**config.mk**
```make
export PLATFORM = sky130hd
export DESIGN_NAME = wdt_keyed
export DESIGN_NICKNAME = d
export VERILOG_FILES = /design/src/rtl/wdt_pkg.sv /design/src/rtl/wdt_unlock.sv /design/src/rtl/wdt_ctrl_regs.sv /design/src/rtl/wdt_counter.sv /design/src/rtl/wdt_keyed.sv
export SDC_FILE = /design/constraint.sdc
export NUM_CORES = 1
export LEC_CHECK = 0
export ABC_AREA = 1
export BUFFER_PORTS_ARGS = -buffer_cell sky130_fd_sc_hd__buf_2
export CAP_MARGIN = 20
export CELL_PAD_IN_SITES_DETAIL_PLACEMENT = 0
export CELL_PAD_IN_SITES_GLOBAL_PLACEMENT = 2
export CORE_AREA = 2 2 160 146
export DETAILED_ROUTE_END_ITERATION = 8
export DIE_AREA = 0 0 162 148
export PLACE_DENSITY = 0.82
export REMOVE_ABC_BUFFERS = 1
export SYNTH_ARGS = -nofsm -noshare
export SYNTH_HDL_FRONTEND = slang
export SYNTH_HIERARCHICAL = 1
export SYNTH_SLANG_ARGS = --single-unit
```
**constraint.sdc**
```tcl
create_clock -name clk_i -period 4.56 [get_ports clk_i]
set_input_delay 0.912 -clock clk_i [delete_from_list [all_inputs] [get_ports clk_i]]
set_output_delay 0.912 -clock clk_i [all_outputs]
set_load 0.02 [all_outputs]
```
**src/rtl/wdt_pkg.sv**
```systemverilog
package wdt_pkg;

    localparam int DATA_W  = 32;
    localparam int ADDR_W  = 6;
    localparam int SCALE_W = 4;

    localparam logic [DATA_W-1:0] UNLOCK_CODE = 32'h0051_F15E;
    localparam logic [DATA_W-1:0] FEED_CODE   = 32'h0D09_F00D;

    localparam logic [ADDR_W-1:0] OFS_CFG  = 6'h00;
    localparam logic [ADDR_W-1:0] OFS_CNT  = 6'h08;
    localparam logic [ADDR_W-1:0] OFS_SCNT = 6'h10;
    localparam logic [ADDR_W-1:0] OFS_FEED = 6'h18;
    localparam logic [ADDR_W-1:0] OFS_KEY  = 6'h1C;
    localparam logic [ADDR_W-1:0] OFS_CMP  = 6'h20;

    // bit 7 pending, bit 6 enable, bit 5 reset-enable, bit 4 auto-zero, bits 3:0 scale
    typedef struct packed {
        logic               pend;
        logic               enable;
        logic               rst_en;
        logic               auto_zero;
        logic [SCALE_W-1:0] scale;
    } cfg_t;

    localparam int CFG_W = $bits(cfg_t);

    typedef enum logic [2:0] {
        SEL_NONE,
        SEL_CFG,
        SEL_CNT,
        SEL_SCNT,
        SEL_KEY,
        SEL_CMP
    } rd_sel_e;

    function automatic rd_sel_e decode_rd(input logic [ADDR_W-1:0] a);
        case (a)
            OFS_CFG:  return SEL_CFG;
            OFS_CNT:  return SEL_CNT;
            OFS_SCNT: return SEL_SCNT;
            OFS_KEY:  return SEL_KEY;
            OFS_CMP:  return SEL_CMP;
            default:  return SEL_NONE;
        endcase
    endfunction

endpackage

```
**src/rtl/wdt_unlock.sv**
```systemverilog
module wdt_unlock
    import wdt_pkg::*;
(
    input  logic              clk_i,
    input  logic              rst_i,
    input  logic              wr_i,
    input  logic              key_addr_i,
    input  logic [DATA_W-1:0] wdata_i,
    output logic              armed_o
);

    logic armed_q;

    always_ff @(posedge clk_i) begin
        if (rst_i) begin
            armed_q <= 1'b0;
        end else if (wr_i) begin
            armed_q <= key_addr_i && (wdata_i == UNLOCK_CODE);
        end
    end

    assign armed_o = armed_q;

    // any write that is not a correct key write leaves the block disarmed
    p_write_disarms_r4: assert property (@(posedge clk_i) disable iff (rst_i)
        (wr_i && !key_addr_i) |=> !armed_o);

    // a correct key write arms the block
    p_key_arms_r3: assert property (@(posedge clk_i) disable iff (rst_i)
        (wr_i && key_addr_i && wdata_i == UNLOCK_CODE) |=> armed_o);

endmodule

```
**src/rtl/wdt_ctrl_regs.sv**
```systemverilog
module wdt_ctrl_regs
    import wdt_pkg::*;
#(
    parameter int CMP_W = 16
) (
    input  logic             clk_i,
    input  logic             rst_i,
    input  logic             cfg_we_i,
    input  logic [CFG_W-1:0] cfg_wdata_i,
    input  logic             cmp_we_i,
    input  logic [CMP_W-1:0] cmp_wdata_i,
    input  logic             hit_i,
    output cfg_t             cfg_o,
    output logic [CMP_W-1:0] cmp_o
);

    cfg_t             cfg_q;
    cfg_t             cfg_wr;
    logic [CMP_W-1:0] cmp_q;

    always_comb begin
        cfg_wr = cfg_t'(cfg_wdata_i);
    end

    always_ff @(posedge clk_i) begin
        if (rst_i) begin
            cfg_q <= '0;
        end else begin
            if (cfg_we_i) begin
                cfg_q.enable    <= cfg_wr.enable;
                cfg_q.rst_en    <= cfg_wr.rst_en;
                cfg_q.auto_zero <= cfg_wr.auto_zero;
                cfg_q.scale     <= cfg_wr.scale;
            end
            cfg_q.pend <= (cfg_we_i ? cfg_wr.pend : cfg_q.pend) | hit_i;
        end
    end

    always_ff @(posedge clk_i) begin
        if (rst_i) begin
            cmp_q <= '1;
        end else if (cmp_we_i) begin
            cmp_q <= cmp_wdata_i;
        end
    end

    assign cfg_o = cfg_q;
    assign cmp_o = cmp_q;

    // pending stays set unless software writes config
    p_pend_sticky_r8: assert property (@(posedge clk_i) disable iff (rst_i)
        (cfg_o.pend && !cfg_we_i) |=> cfg_o.pend);

    // a match always leaves pending set on the next clock
    p_hit_sets_pend_r8: assert property (@(posedge clk_i) disable iff (rst_i)
        hit_i |=> cfg_o.pend);

endmodule

```
**src/rtl/wdt_counter.sv**
```systemverilog
module wdt_counter
    import wdt_pkg::*;
#(
    parameter int CNT_W = 31,
    parameter int CMP_W = 16
) (
    input  logic               clk_i,
    input  logic               rst_i,
    input  logic               tick_i,
    input  logic               feed_i,
    input  logic               load_i,
    input  logic [CNT_W-1:0]   load_val_i,
    input  cfg_t               cfg_i,
    input  logic [CMP_W-1:0]   cmp_i,
    output logic [CNT_W-1:0]   cnt_o,
    output logic [CMP_W-1:0]   scaled_o,
    output logic               hit_o,
    output logic               rst_pulse_o
);

    logic [CNT_W-1:0] cnt_q;
    logic [CNT_W-1:0] shifted;
    logic             hit;
    logic             fire_cond;
    logic             fired_q;
    logic             pulse_q;

    always_comb begin
        shifted  = cnt_q >> cfg_i.scale;
        scaled_o = shifted[CMP_W-1:0];
        hit      = (scaled_o >= cmp_i);
    end

    always_ff @(posedge clk_i) begin
        if (rst_i) begin
            cnt_q <= '0;
        end else if (feed_i) begin
            cnt_q <= '0;
        end else if (load_i) begin
            cnt_q <= load_val_i;
        end else if (hit && cfg_i.auto_zero) begin
            cnt_q <= '0;
        end else if (tick_i && cfg_i.enable) begin
            cnt_q <= cnt_q + 1'b1;
        end
    end

    assign fire_cond = hit && cfg_i.enable && cfg_i.rst_en;

    always_ff @(posedge clk_i) begin
        if (rst_i) begin
            fired_q <= 1'b0;
            pulse_q <= 1'b0;
        end else begin
            pulse_q <= fire_cond && !fired_q;
            fired_q <= hit && (fired_q || fire_cond);
        end
    end

    assign cnt_o       = cnt_q;
    assign hit_o       = hit;
    assign rst_pulse_o = pulse_q;

    // the reset request never lasts longer than one cycle
    p_rst_one_cycle_r9: assert property (@(posedge clk_i) disable iff (rst_i)
        rst_pulse_o |=> !rst_pulse_o);

    // a reset request needs enable and reset-enable one clock earlier
    p_rst_needs_enable_r9: assert property (@(posedge clk_i) disable iff (rst_i)
        rst_pulse_o |-> $past(cfg_i.enable && cfg_i.rst_en && hit_o));

    // with the timer disabled and no bus or match action, the count holds
    p_count_holds_r6: assert property (@(posedge clk_i) disable iff (rst_i)
        (!cfg_i.enable && !feed_i && !load_i && !hit_o) |=> $stable(cnt_o));

    // auto-zero clears the count after a match
    p_auto_zero_r10: assert property (@(posedge clk_i) disable iff (rst_i)
        (hit_o && cfg_i.auto_zero && !load_i) |=> (cnt_o == '0));

endmodule

```
**src/rtl/wdt_keyed.sv**
```systemverilog
module wdt_keyed
    import wdt_pkg::*;
#(
    parameter int CNT_W = 31,
    parameter int CMP_W = 16
) (
    input  logic              clk_i,
    input  logic              rst_i,
    input  logic              tick_i,
    input  logic              wr_en_i,
    input  logic [ADDR_W-1:0] addr_i,
    input  logic [DATA_W-1:0] wdata_i,
    output logic [DATA_W-1:0] rdata_o,
    output logic              wdt_rst_o,
    output logic              irq_o
);

    logic             armed;
    logic             key_addr;
    logic             wr_ok;
    logic             cfg_we;
    logic             cmp_we;
    logic             cnt_we;
    logic             feed_ok;
    cfg_t             cfg;
    logic [CMP_W-1:0] cmp;
    logic [CNT_W-1:0] cnt;
    logic [CMP_W-1:0] scaled;
    logic             hit;
    rd_sel_e          rd_sel;

    assign key_addr = (addr_i == OFS_KEY);
    assign wr_ok    = wr_en_i && armed && !key_addr;
    assign cfg_we   = wr_ok && (addr_i == OFS_CFG);
    assign cmp_we   = wr_ok && (addr_i == OFS_CMP);
    assign cnt_we   = wr_ok && (addr_i == OFS_CNT);
    assign feed_ok  = wr_ok && (addr_i == OFS_FEED) && (wdata_i == FEED_CODE);

    wdt_unlock u_unlock (
        .clk_i      (clk_i),
        .rst_i      (rst_i),
        .wr_i       (wr_en_i),
        .key_addr_i (key_addr),
        .wdata_i    (wdata_i),
        .armed_o    (armed)
    );

    wdt_ctrl_regs #(.CMP_W(CMP_W)) u_regs (
        .clk_i       (clk_i),
        .rst_i       (rst_i),
        .cfg_we_i    (cfg_we),
        .cfg_wdata_i (wdata_i[CFG_W-1:0]),
        .cmp_we_i    (cmp_we),
        .cmp_wdata_i (wdata_i[CMP_W-1:0]),
        .hit_i       (hit),
        .cfg_o       (cfg),
        .cmp_o       (cmp)
    );

    wdt_counter #(.CNT_W(CNT_W), .CMP_W(CMP_W)) u_counter (
        .clk_i       (clk_i),
        .rst_i       (rst_i),
        .tick_i      (tick_i),
        .feed_i      (feed_ok),
        .load_i      (cnt_we),
        .load_val_i  (wdata_i[CNT_W-1:0]),
        .cfg_i       (cfg),
        .cmp_i       (cmp),
        .cnt_o       (cnt),
        .scaled_o    (scaled),
        .hit_o       (hit),
        .rst_pulse_o (wdt_rst_o)
    );

    always_comb begin
        rd_sel = decode_rd(addr_i);
        case (rd_sel)
            SEL_CFG:  rdata_o = DATA_W'(cfg);
            SEL_CNT:  rdata_o = DATA_W'(cnt);
            SEL_SCNT: rdata_o = DATA_W'(scaled);
            SEL_KEY:  rdata_o = DATA_W'(armed);
            SEL_CMP:  rdata_o = DATA_W'(cmp);
            default:  rdata_o = '0;
        endcase
    end

    assign irq_o = cfg.pend;

    // a config write while disarmed leaves the software fields untouched
    p_locked_cfg_r2: assert property (@(posedge clk_i) disable iff (rst_i)
        (wr_en_i && !armed && addr_i == OFS_CFG) |=> $stable(cfg[CFG_W-2:0]));

    // a compare write while disarmed leaves the compare value untouched
    p_locked_cmp_r2: assert property (@(posedge clk_i) disable iff (rst_i)
        (wr_en_i && !armed && addr_i == OFS_CMP) |=> $stable(cmp));

    // an accepted feed clears the count
    p_feed_clears_r5: assert property (@(posedge clk_i) disable iff (rst_i)
        (wr_en_i && armed && addr_i == OFS_FEED && wdata_i == FEED_CODE) |=> (cnt == '0));

    // unmapped offsets read as zero
    p_unmapped_zero_r11: assert property (@(posedge clk_i) disable iff (rst_i)
        (rd_sel == SEL_NONE) |-> (rdata_o == '0));

endmodule

```
Word-level counts from Yosys, hierarchy flattened
Cells that the tools add are included. Widths: inputs -> output; s select.

Logic and storage cells: 52. Register bits after elaboration: 58. Output and inout port bits: 34. Input bits: 42.

Eq/ne operators: 12. Bitwise operators: 1. Shift operators: 1. Magnitude comparators: 1. Reduce and logical (&&, ||, !) cells: 20. Add/sub/neg operators: 1. Mux-type cells: 6.

Operators with widths (count): $pmux 31 s5 (1); $mux 31 (3); $eq 32x23->1 const B (1); $eq 32x28->1 const B (1); $add 31x1->31 const B (1); $shr 31x4->16 (1); $eq 6x5->1 const B (3); $ge 16x16->1 (1); $pmux 3 s5 (1); $logic_and 1x1->1 (14); $eq 3x2->1 const B (2); $eq 3x3->1 const B (2); $eq 6x4->1 const B (1); $eq 6x6->1 const B (1); $logic_not 6->1 (1); $eq 3x1->1 const B (1); $reduce_bool 3->1 (1); $logic_not 1->1 (2); $reduce_or 2->1 (1); $logic_or 1x1->1 (1); $mux 1 (1); $or 1x1->1 (1).

Longest topological paths before layout
Depth after elaboration: 6. Gate-level depth with buffers: 26. Gate-level depth less buffers: 24.

Modules after synthesis
The synthesis kept the hierarchy.

Modules (own cells, without submodules): wdt_counter (sequential area each 660.6 sq um, instances 1, cells an instance 800, area an instance 4297.9 sq um); wdt_ctrl_regs (sequential area each 480.5 sq um, instances 1, cells an instance 109, area an instance 937.1 sq um); wdt_keyed (sequential area each 0.0 sq um, instances 1, cells an instance 182, area an instance 934.6 sq um); wdt_unlock (sequential area each 20.0 sq um, instances 1, cells an instance 41, area an instance 196.4 sq um).

Least setup slack after synthesis
OpenSTA, ideal clock, no wires.

Path type: register to register. Start: register u_regs.cfg_q (netlist bit u_regs/cfg_o[1]). End: register u_counter.cnt_q[28], in the netlist u_counter/cnt_o[28]. Setup time: 0.112 ns. Arrival time: 2.558 ns. Period minus slack after synthesis: 2.671 ns. Cell stages (with the launch flop): 22. Setup slack: 1.889 ns. Buffers on the path: 3. Required time: 4.448 ns. Path through: dfxtp_1 > buf_2 > buf_1 > mux2i_1 > nand2_1 > nand3_1 > o21ai_0 > ha_1 > nand2_1 > nor2_1 > nor2_1 > nand2_1 > nand2_1 > nand2_1 > nand2_2 > nand2_4 > nand2_4 > nand2_4 > nor2_8 > buf_6 > nor2_1 > nor2_2.

Longest elaborated chain between the ends: 5. Elaborated cells between the ends (all ways): 6. Those cells by class: 1 x order compare; 1 x shift; 2 x mux; 2 x reduce/logical.

Ends and longest elaborated chain: start, declared (RTL line wdt_ctrl_regs.sv:17) `cfg_t cfg_q;`; $shr 31x4->16 (*) (RTL line wdt_counter.sv:29) `shifted = cnt_q >> cfg_i.scale;`; net scaled[3] (RTL line wdt_keyed.sv:28) `logic [CMP_W-1:0] scaled;`; $ge 16x16->1 (*) (RTL line wdt_counter.sv:31) `hit = (scaled_o >= cmp_i);`; net hit (RTL line wdt_keyed.sv:29) `logic hit;`; $logic_and 1x1->1 (*) (RTL line wdt_counter.sv:41) `end else if (hit && cfg_i.auto_zero) begin`; $mux 31 (RTL line wdt_counter.sv:41); $mux 31 (RTL line wdt_counter.sv:39) `end else if (load_i) begin`; end signal, assigned (RTL line wdt_counter.sv:40) `cnt_q <= load_val_i;`; end signal, assigned (RTL line wdt_counter.sv:44) `cnt_q <= cnt_q + 1'b1;`; end, declared (RTL line wdt_counter.sv:21) `logic [CNT_W-1:0] cnt_q;`.

The timed path passes the listed nets; every way through them passes the cells marked *. A chain may end at the register's enable or synchronous reset.

Worst setup path in the final report
Start: register u_regs.cfg_q (netlist bit u_regs/cfg_o[1]). End: register u_counter.cnt_q[16], in the netlist u_counter/cnt_o[16].

Same word-level chain as after synthesis.

==> PnR_summary.wiki <==
{| class="wikitable"
! Metric !! Value
|-
| Crit path capture type || flop
|-
| Number of maximum-capacitance constraint violations || 0
|-
| Predominant post-synthesis flop cell || sky130_fd_sc_hd__dfxtp_1
|-
| RSZ-0062 raised after global routing || no
|-
| Number of antenna cells inserted || 0
|-
| Antenna violations before repair || 0
|-
| Async set-reset flop share out of synthesis || 0%
|-
| Largest cells by area after synthesis || sky130_fd_sc_hd__nand2_1 22%, sky130_fd_sc_hd__dfxtp_1 18%, sky130_fd_sc_hd__nor2_1 8.8%
|-
| Leakage Power || approximately 3.7 nW
|-
| Setup skew after layout || between 10 and 15 ps
|-
| Number of warnings reported in the yosys synthesis log || 6
|-
| Critical register-to-register path startpoint || u_regs/cfg_o[1]
|-
| Wire length after detailed routing || ~24 mm
|-
| Power per cell area || ~190 nW/um^2
|-
| Number of optimization iterations in the first detailed-route pass || 5
|-
| Synthesized instance count || about 1,100
|-
| Clock-pin slew of the registers on the worst-case setup and hold paths || 60 ps
|-
| Hold endpoint || u_counter/rst_pulse_o
|-
| Avg Synthesized Cell Area || roughly 5.6 um^2
|-
| Power, Total || between 1 and 1.5 mW
|-
| Wire length of the first global-routing pass || about 38 mm
|-
| Setup Viol. Count Final || 0
|-
| Length in cells of the worst reg-to-reg path || 17
|-
| Number of nets with antenna violations after detailed routing || 0
|-
| Final core utilization || 32.6%
|-
| Post-synth EDFFs || 0
|-
| Slowest cell on the critical path || sky130_fd_sc_hd__clkinv_1
|-
| Sequential cell area fraction in the yosys report || approximately 18%
|-
| Critical path data required time || about 4800 ps
|-
| Clk Latency, worst-skew pair || ~350 ps
|-
| Mux share of post-synthesis cell area || under 10%
|-
| Slew @ Worst Pin || 646 ps
|-
| Share of the synthesized netlist area taken by xor and xnor gates || ~1.2%
|-
| Largest buffer count on any clock path || 2
|-
| Boundary pin count || 76
|-
| Global-route total usage across every layer || 20.5%
|-
| Number of buffer cells added on primary ports || 74
|-
| Worst-path fanout max || 35
|-
| Hold-fix buffers at CTS || 0
|-
| Total count of max-transition violations in the final report || 0
|-
| Y dimension of the die || between 100 and 150 um
|-
| Largest net degree at the start of global routing || 36
|-
| Count of standard-cell rows || 52
|-
| Synth Area in Adders || roughly 3.3%
|-
| Post-CTS Setup Bufs || 0
|-
| Critical path startpoint category || flop
|-
| Worst hold slack || around 440 ps
|-
| Number of filler instances in the final layout || between 2,000 and 3,000
|-
| Distinct cell type count of the synthesized netlist || 44
|-
| Synthesized-area fraction occupied by ao, oa, aoi and oai cells || around 8.5%
|-
| Highest Clock Rate || 0.271 GHz
|-
| Net count reported at finish || ~1,200
|-
| Total clock buffers created by CTS || 9
|-
| Core ar. || approximately 22,000 um^2
|-
| Clock tree from TritonCTS || done
|-
| Cell depth of the worst hold path || 1
|-
| Setup Crit Path Kind || reg2reg
|-
| Starting Density || 28.6%
|-
| Main combinational cell family by area after synthesis || simple AND/OR/NAND/NOR gates
|-
| Sum of net half-perimeters after detailed placement || ~19 mm
|-
| List of cells traversed by the critical path || clkinv_1 > buf_4 > o21ai_0 > nand2_1 > nand2_1 > o21ai_0 > ha_1 > nand4_1 > nor3_1 > nand2_2 > nand2_4 > nand2_4 > buf_12 > nand3_1 > nand2_1 > nor2_1 > nor2_1
|-
| Weighted congestion reported at the end of routability-driven placement || between 0.9 and 1
|-
| Post-cts gate resize count || 0
|-
| Cell type contributing the most total cell area after synthesis || sky130_fd_sc_hd__nand2_1
|-
| Proportion of layout cells with a drive suffix above 1 || between 10% and 20%
|-
| Number of global-route vias before repair || between 6,000 and 7,000
|-
| Synth Register Bits || 58
|-
| Number of clock sinks seen by CTS || between 50 and 60
|-
| DRC violations left || 0
|-
| Ratio of final minimum period to clock period || around four fifths
|-
| Worst slew margin || a little under three fifths
|-
| Overall overflow remaining after global route || 0
|-
| Register-to-register path setup slack || 870 ps
|-
| Setup TNS || 0 ps
|-
| Area enclosed by the die boundary || around 24,000 um^2
|-
| CP most frequent cell || sky130_fd_sc_hd__nand2_1
|-
| Delay of the slowest cell on the worst path || about 440 ps
|-
| Routed vias/inst || about 4.8
|-
| Path category of the worst min-delay check || reg2reg
|-
| Horizontal die dimension || ~160 um
|-
| Synthesized area || roughly 6400 um^2
|-
| DR iter-0 viols || between 500 and 600
|-
| Fraction of the mapped netlist area in simple logic gates || between 50 and 60%
|-
| Hold wc startpoint || u_counter/fired_q
|-
| Min cycle time layout || roughly 3700 ps
|-
| Total number of vias || 7,050
|-
| Area Growth Syn to Fin || 14.0%
|-
| Reg-to-reg endpoint || u_counter/cnt_o[16]
|-
| Fin. Hold Viols || 0
|-
| Area share of the leading cell type in the synthesized netlist || between 20 and 25%
|-
| Status || completed
|-
| IR drop worst, VDD || between 0.00015 and 0.0002 V
|-
| Arrival time reported for the critical path endpoint || 3940 ps
|-
| CTS H-tree depth || 3
|-
| Post-DR wirelength/cell || ~16 um
|-
| Clock Root Buffer || sky130_fd_sc_hd__clkbuf_16
|}
[power breakdown]
group	internal [mW]	total, mW	leakage (nW)	switching, mW
Combinational	0.0237	0.0852	3.09	0.0615
Sequential	0.507	0.507	0.468	0.0000000000000523
Clock	0.523	0.811	0.165	0.288
Total	1.05	1.40	3.72	0.350
[Yosys cell counts, types with 2 or more instances]
library cell               count
sky130_fd_sc_hd__nor2_4       15
sky130_fd_sc_hd__a21oi_2       2
sky130_fd_sc_hd__clkbuf_1     16
sky130_fd_sc_hd__o211ai_1      7
sky130_fd_sc_hd__buf_4         8
sky130_fd_sc_hd__nor2_2        9
sky130_fd_sc_hd__mux2i_1      16
sky130_fd_sc_hd__nand3_2      12
sky130_fd_sc_hd__nor2_8        2
sky130_fd_sc_hd__nand4_1      52
sky130_fd_sc_hd__inv_1       141
sky130_fd_sc_hd__nand3_1      78
sky130_fd_sc_hd__inv_2         7
sky130_fd_sc_hd__buf_6         4
sky130_fd_sc_hd__nand2_1     371
sky130_fd_sc_hd__ha_1         17
sky130_fd_sc_hd__nor3_1        7
sky130_fd_sc_hd__nand2_2      16
sky130_fd_sc_hd__nor2_1      150
sky130_fd_sc_hd__nor3_4        2
sky130_fd_sc_hd__xor2_1        9
sky130_fd_sc_hd__buf_2        18
sky130_fd_sc_hd__nand2_4       4
sky130_fd_sc_hd__dfxtp_1      58
sky130_fd_sc_hd__a21oi_1      15
sky130_fd_sc_hd__buf_1         7
sky130_fd_sc_hd__o21ai_0      66
sky130_fd_sc_hd__o21ai_1       7
[cell families (layout without fill, tap and decap cells)]
kind of cell    Yosys count  in the layout
xor+xnor                  9              9
fa+ha+maj                17             17
simple gates            724            724
flops                    58             58
mux                      16             16
compound gates          101            101
buf+inv                 206            256
other cells               1              1
[worst max-delay path: cells and delay by family, from the launching register on]
family                   cells  cell delay, ps
AO/OA/AOI/OAI                2             410
adder cells (fa/ha/maj)      1             350
buffers and inverters        3            1050
flip-flops                   1             330
AND/OR/NAND/NOR             11            1430
[registers in the layout, summed over array words and instances, names as in the netlist]
signal	count
u_counter/rst_pulse_o	1
u_unlock/armed_o	1
u_regs/cmp_o	16
u_counter/cnt_o	31
u_regs/cfg_o	8
u_counter/fired_q	1
[per-stage QoR]
| step | cells | setup slack (ps) | instance area [um^2] |
|---|---|---|---|
| after floorplan | 1077 | 860 | 6050 |
| after global placement | 1462 | 961 | 6910 |
| after detailed placement | 1462 | 958 | 6910 |
| after CTS | 1478 | 932 | 7250 |
| after global routing | 1479 | 548 | 7260 |
| final | 1479 | 873 | 7260 |
[worst max path at each step]
stage                              startpoint             endpoint  slack (ps)  cells after the start
after floorplan                     addr_i[1]  u_counter/cnt_o[28]         860                     10
after global placement    u_counter/cnt_o[17]  u_counter/cnt_o[28]         960                     18
after detailed placement  u_counter/cnt_o[17]  u_counter/cnt_o[14]         960                     18
after CTS                     u_regs/cfg_o[1]   u_counter/cnt_o[5]         930                     17
after global routing          u_regs/cfg_o[1]  u_counter/cnt_o[16]         550                     17
final                         u_regs/cfg_o[1]  u_counter/cnt_o[16]         870                     17
[area by class of cell]
class	count	area [um^2]	share of cell area [%]
multi-input combinational	868	4320	59.5
sequential	58	1160	16.0
inverter	151	574	7.91
timing repair buffer	89	493	6.79
tap	297	372	5.12
clock buffer	12	267	3.67
clock inverter	4	72.6	1.00
[layout by cell type (no fill, tap or decap), types with 2 or more instances in the layout]
cell type	n
sky130_fd_sc_hd__nand2_4	4
sky130_fd_sc_hd__nand3_2	12
sky130_fd_sc_hd__nor2_2	11
sky130_fd_sc_hd__nor2_4	15
sky130_fd_sc_hd__bufinv_16	2
sky130_fd_sc_hd__a21oi_1	15
sky130_fd_sc_hd__a21oi_2	2
sky130_fd_sc_hd__clkbuf_8	3
sky130_fd_sc_hd__nand3_1	78
sky130_fd_sc_hd__nor3_4	2
sky130_fd_sc_hd__o21ai_1	7
sky130_fd_sc_hd__nand4_1	52
sky130_fd_sc_hd__clkbuf_16	9
sky130_fd_sc_hd__dfxtp_1	58
sky130_fd_sc_hd__buf_4	13
sky130_fd_sc_hd__buf_2	75
sky130_fd_sc_hd__inv_1	141
sky130_fd_sc_hd__ha_1	17
sky130_fd_sc_hd__xor2_1	9
sky130_fd_sc_hd__nand2_2	16
sky130_fd_sc_hd__nor2_1	148
sky130_fd_sc_hd__inv_2	7
sky130_fd_sc_hd__nor3_1	7
sky130_fd_sc_hd__nand2_1	371
sky130_fd_sc_hd__nor2_8	2
sky130_fd_sc_hd__o211ai_1	7
sky130_fd_sc_hd__mux2i_1	16
sky130_fd_sc_hd__o21ai_0	66
[metal layers]
metal / up-vias / GRT usage (%) / wire (um)
met2: 193 / 30.3 / 10300
met5: - / 0 / 0
li1: 3653 / - / -
met4: 0 / 3.98 / 201
met1: 3194 / 31.1 / 12500
met3: 10 / 3.48 / 1340
No activity file was read; power rests on OpenSTA's default activity.
